File: src/rtl/resonant_gate_seq.sv
module resonant_gate_seq #(
  parameter int CW = 8
) (
  input  logic          clk,
  input  logic          rst,
  input  logic          pwm_in,
  input  logic [CW-1:0] pre_cyc,
  input  logic [CW-1:0] move_cyc,
  input  logic [CW-1:0] ret_cyc,
  input  logic [CW-1:0] dead_cyc,
  output logic          hi_clamp_n,
  output logic          leg_hi_n,
  output logic          lo_clamp,
  output logic          leg_lo
);

  typedef enum logic [2:0] {
    S_OFF, S_RPRE, S_RMOV, S_RRET, S_ON, S_FPRE, S_FMOV, S_FRET
  } st_t;

  logic [2:0] sync_q;
  logic       rise, fall;

  always_ff @(posedge clk)
    if (rst) sync_q <= '0;
    else     sync_q <= {sync_q[1:0], pwm_in};

  assign rise = sync_q[1] & ~sync_q[2];
  assign fall = ~sync_q[1] & sync_q[2];

  st_t           st, st_nx;
  logic [CW-1:0] cnt, len;
  logic          timed, done;

  always_comb
    case (st)
      S_RPRE, S_FPRE: len = pre_cyc;
      S_RMOV, S_FMOV: len = move_cyc;
      default:        len = ret_cyc;
    endcase

  assign timed = st inside {S_RPRE, S_RMOV, S_RRET, S_FPRE, S_FMOV, S_FRET};
  assign done  = timed && (cnt == len - 1'b1);

  always_comb begin
    st_nx = st;
    if (rise)      st_nx = S_RPRE;
    else if (fall) st_nx = S_FPRE;
    else if (done)
      case (st)
        S_RPRE:  st_nx = S_RMOV;
        S_RMOV:  st_nx = S_RRET;
        S_RRET:  st_nx = S_ON;
        S_FPRE:  st_nx = S_FMOV;
        S_FMOV:  st_nx = S_FRET;
        S_FRET:  st_nx = S_OFF;
        default: st_nx = st;
      endcase
  end

  always_ff @(posedge clk)
    if (rst) begin
      st  <= S_OFF;
      cnt <= '0;
    end else begin
      st  <= st_nx;
      cnt <= (st_nx != st || rise || fall) ? '0 : cnt + 1'b1;
    end

  logic want_hc, want_lc, want_lh;
  assign want_hc = st inside {S_RRET, S_ON, S_FPRE};
  assign want_lc = st inside {S_OFF, S_RPRE, S_FRET};
  assign want_lh = st inside {S_RPRE, S_RMOV, S_ON, S_FRET};

  logic hc, lc;
  always_ff @(posedge clk)
    if (rst) begin
      hc <= 1'b0;
      lc <= 1'b1;
    end else begin
      hc <= want_hc & ~lc;
      lc <= want_lc & ~hc;
    end

  logic          lh, ll;
  logic [CW-1:0] dcnt;
  logic          gap_ok;
  assign gap_ok = dcnt >= dead_cyc - 1'b1;

  always_ff @(posedge clk)
    if (rst) begin
      lh   <= 1'b0;
      ll   <= 1'b1;
      dcnt <= '0;
    end else if (want_lh ? ll : lh) begin
      lh   <= 1'b0;
      ll   <= 1'b0;
      dcnt <= '0;
    end else if (!lh && !ll) begin
      if (gap_ok) begin
        lh <= want_lh;
        ll <= ~want_lh;
      end else begin
        dcnt <= dcnt + 1'b1;
      end
    end

  assign hi_clamp_n = ~hc;
  assign lo_clamp   = lc;
  assign leg_hi_n   = ~lh;
  assign leg_lo     = ll;

  logic [CW-1:0] off_run;
  always_ff @(posedge clk)
    if (rst)                  off_run <= '0;
    else if (!leg_hi_n || leg_lo) off_run <= '0;
    else if (off_run != '1)   off_run <= off_run + 1'b1;

  p_reset_idle_r1: assert property (@(posedge clk) disable iff (rst)
    $fell(rst) |-> (lo_clamp && leg_lo && hi_clamp_n && leg_hi_n));

  p_leg_excl_r7: assert property (@(posedge clk) disable iff (rst)
    !(!leg_hi_n && leg_lo));

  p_leg_gap_r7: assert property (@(posedge clk) disable iff (rst)
    ($rose(!leg_hi_n) || $rose(leg_lo)) |-> off_run >= dead_cyc);

  p_clamp_excl_r8: assert property (@(posedge clk) disable iff (rst)
    !(!hi_clamp_n && lo_clamp));

  p_lo_after_hi_r8: assert property (@(posedge clk) disable iff (rst)
    $rose(lo_clamp) |-> $past(hi_clamp_n));

  p_hi_after_lo_r8: assert property (@(posedge clk) disable iff (rst)
    $fell(hi_clamp_n) |-> !$past(lo_clamp));

  p_hi_clamp_leg_off_r4: assert property (@(posedge clk) disable iff (rst)
    $fell(hi_clamp_n) |-> leg_hi_n);

  p_lo_clamp_leg_off_r6: assert property (@(posedge clk) disable iff (rst)
    $rose(lo_clamp) |-> !leg_lo);

endmodule

File: config.mk
export PLATFORM = sky130hd
export DESIGN_NAME = resonant_gate_seq
export DESIGN_NICKNAME = d
export VERILOG_FILES = /design/src/rtl/resonant_gate_seq.sv
export SDC_FILE = /design/constraint.sdc
export NUM_CORES = 1
export LEC_CHECK = 0
export CAP_MARGIN = 20
export CORE_ASPECT_RATIO = 0.7
export CORE_MARGIN = 3
export CORE_UTILIZATION = 50
export DETAILED_ROUTE_END_ITERATION = 10
export GPL_ROUTABILITY_DRIVEN = 0
export GPL_TIMING_DRIVEN = 0
export PLACE_DENSITY = 0.85
export SLEW_MARGIN = 10
export SYNTH_ARGS = -nofsm -noshare
export SYNTH_HDL_FRONTEND = slang
export SYNTH_SLANG_ARGS = --single-unit
File: constraint.sdc
create_clock -name clk -period 3.7 [get_ports clk]
set_input_delay 0.925 -clock clk [delete_from_list [all_inputs] [get_ports clk]]
set_output_delay 0.925 -clock clk [all_outputs]
set_load 0.02 [all_outputs]
==> flow_summary.yaml <==
floorplanning:
  pin_count: 39
  core-area_um2: 3670
  num_rows: 18
  start_util: 0.542
  die_height_um: 58.8
  die_w_um: 81.4
  die_area_um2: 4790
layout:
  fillCellCount: 312
  syn2layout_area_growth_pct: 25.5
  fin_cells: 333
  drive_gt1_frac: 0.0883
  layout.nets: 337
  final_util: 0.681
  n_antenna_cell: 0
placed_design:
  dp_slack_ps: -202
  io_buffers: 38
  hpwl_mm: 3.72
  dp_cells: 329
power_and_ir_drop:
  leakage_nw: 0.960
  power_switching_uw: 187
  intPower_uw: 474
  clkPwrFrac: 0.275
  p_sw_frac: 0.283
  power_frac_seq: 0.446
  ir_drop_mv: 0.205
  p_per_area_nw_per_um2: 265
  power_frac_comb: 0.279
grt:
  antenna_found_initial: 0
  grt_max_degree: 15
  grt_usage: 0.205
  grt_overflow: 0
  grt_pass1_vias: 1665
  grt_pass1_wl_mm: 7.68
setup_path:
  rr_worst_depth: 14
  crit_family: "simple AND/OR/NAND/NOR gates"
  critPathBufInv: 2
  crit_path_end_kind: "flop"
  cp.depth: 10
  cp_data_required_time_ps: 3900
  start_kind: "input pin"
  critPathKind: "input pin to flop"
  arrival_ps: 3690
  crit_fanout: 10
  slowest_stage: "or4_1"
  path_cells: "clkdlybuf4s50_1 -> or4_1 -> nor4_1 -> xnor2_1 -> ha_1 -> o2111ai_1 -> o211ai_1 -> clkbuf_2 -> or3_1 -> a21oi_1"
  cp_slowest_stage_delay_ps: 550
logic_synthesis:
  yosys.cell_types.count: 53
  postSynthAreaPerCell_um2: 8.26
  synthesis.area_um2: 1990
  synthMuxAreaShare: 0.0101
  async_flop_share: 0
  ys_top_cells_by_area: "dfxtp_1 26%, ha_1 11%, xnor2_1 7.0%, nor2_1 5.5%, a21oi_1 3.8%"
  yosys.area.top_type: "dfxtp_1"
  synth_edf_count: 0
  netlist_instances: 241
  yosys.area_share.simple: 0.209
  synthXorXnorAreaFrac: 0.0968
  synth_compound_area_frac: 0.246
  synthAdderAreaFrac: 0.118
  ys_ff_latch: 26
  synth_top_family_by_area: "compound AO/OA/AOI/OAI gates"
  synthFlopType: "dfxtp_1"
  synth_top_cell_area_share: 0.261
  ys.warnings.count: 0
  ys_seq_area_frac: 0.261
  synth.net_count: 294
timing:
  slew_headroom: 0.522
  tns_ps: 0
  report.final.slew_viol_count: 0
  finalHoldViolCount: 0
  tightestPinTransition_ps: 713
  fin_skew_ps: 2.17
  min_period_ps: 3490
  rsz0062_at_grt: "false"
  clock.fmax_mhz: 287
  setup_viol: 0
  timing.final.ws_setup_ps: 212
  whs_ps: 439
  finalCritPeriodShare: 0.943
detailed_routing:
  wl_mm: 4.73
  drt-pass1-iter-count: 4
  vias: 1895
  wl_per_cell_um: 14.2
  drtAntennaViolNets: 0
  drt_iter0_drc: 134
  via_per_inst: 5.69
  drcViolationCount: 0
clock_tree:
  cts.sinks: 26
  clkTransAtPathRegs_ps: 80
  ctsHoldBuffers: 0
  insertion_delay_ps: 270
  tritoncts: "yes"
  htree_levels: 1
  cts.path.max_buffers: 2
  cts-resized-gates: 0
  post-cts-setup-buffers: 0
  numCtsBuffers: 3
  clock-root-buffer: "clkbuf_8"
flow_run:
  drv_cap: 0
status:
  status: "completed"
hold_path:
  whs_path_depth: 1
  hold_class: "flop to flop"
[placed cells by master, fill, tap and decap left out, drive strengths merged, types with 6 or more instances in the layout]
cell / n
o21ai: 11
a21oi: 18
nand2: 7
ha: 18
o211ai: 6
nand3: 8
dfxtp: 26
nor2: 29
xnor2: 16
inv: 18
clkdlybuf4s50: 38
xor2: 6
nor2b: 7
[layout make-up]
type	instances	area [um^2]	area share
inverters	18	67.6	0.0270
well taps	50	62.6	0.0250
flip-flops and latches	26	520	0.208
clock buffers	4	55.1	0.0220
plain buffers	6	50.0	0.0200
multi-input cells	191	1360	0.545
repair buffers	38	380	0.152
[Yosys cell counts (3+ instances only)]
cell	instances
a22oi_1	4
xnor2_1	16
nor2b_1	7
buf_4	3
o311a_1	3
inv_1	17
nor2_1	29
xor2_1	6
o31ai_1	4
nor3_1	5
a211oi_1	3
dfxtp_1	26
or3_1	4
nand2_1	7
ha_1	18
o21ai_0	9
o211ai_1	6
nand3_1	8
and3_1	4
or4_1	3
a21oi_2	3
a21oi_1	15
[power groups by stage]
stage	combinational, mW	sequential (mW)	clock [mW]
floorplan	0.110	0.301	0
global placement	0.175	0.301	0
detailed placement	0.180	0.301	0
CTS	0.181	0.295	0.185
global route	0.202	0.297	0.194
finish	0.184	0.295	0.182
[per-stage QoR]
step	power, mW	area [um^2]
3_5_place_dp	0.482	2430
2_1_floorplan	0.412	1990
4_1_cts	0.662	2490
3_3_place_gp	0.477	2430
6_report	0.661	2500
5_1_grt	0.693	2500
[cell families (layout without fill, tap and decap cells)]
logic type | count (synthesis) | after routing
AND/OR/NAND/NOR | 80 | 80
AO/OA/AOI/OAI | 68 | 68
flip-flops | 26 | 26
buffers and inverters | 24 | 66
XOR/XNOR | 22 | 22
adder cells (fa/ha/maj) | 19 | 19
multiplexers | 2 | 2
[worst paths after layout]
| kind | end | slack (ps) | startpoint |
|---|---|---|---|
| max reg2reg | st[2] | 250 | st[1] |
| min | hc | 440 | lo_clamp |
| min reg2reg | hc | 440 | lo_clamp |
| max | dcnt[6] | 210 | dead_cyc[3] |
[flip-flops by register name, summed over array words and instances, names as in the netlist]
signal    count
cnt           8
dcnt          8
st            3
sync_q        3
hc            1
leg_lo        1
lh            1
lo_clamp      1
[layer usage]
metal  wire length [um]  global-route usage  vias up
met2               1960               0.289       51
li1                   -                   -      964
met1               2480               0.318      875
met4                 32              0.0482        0
met5                  0                   0        -
met3                260              0.0382        5
Note: power is estimated with default switching activity, not from simulation.
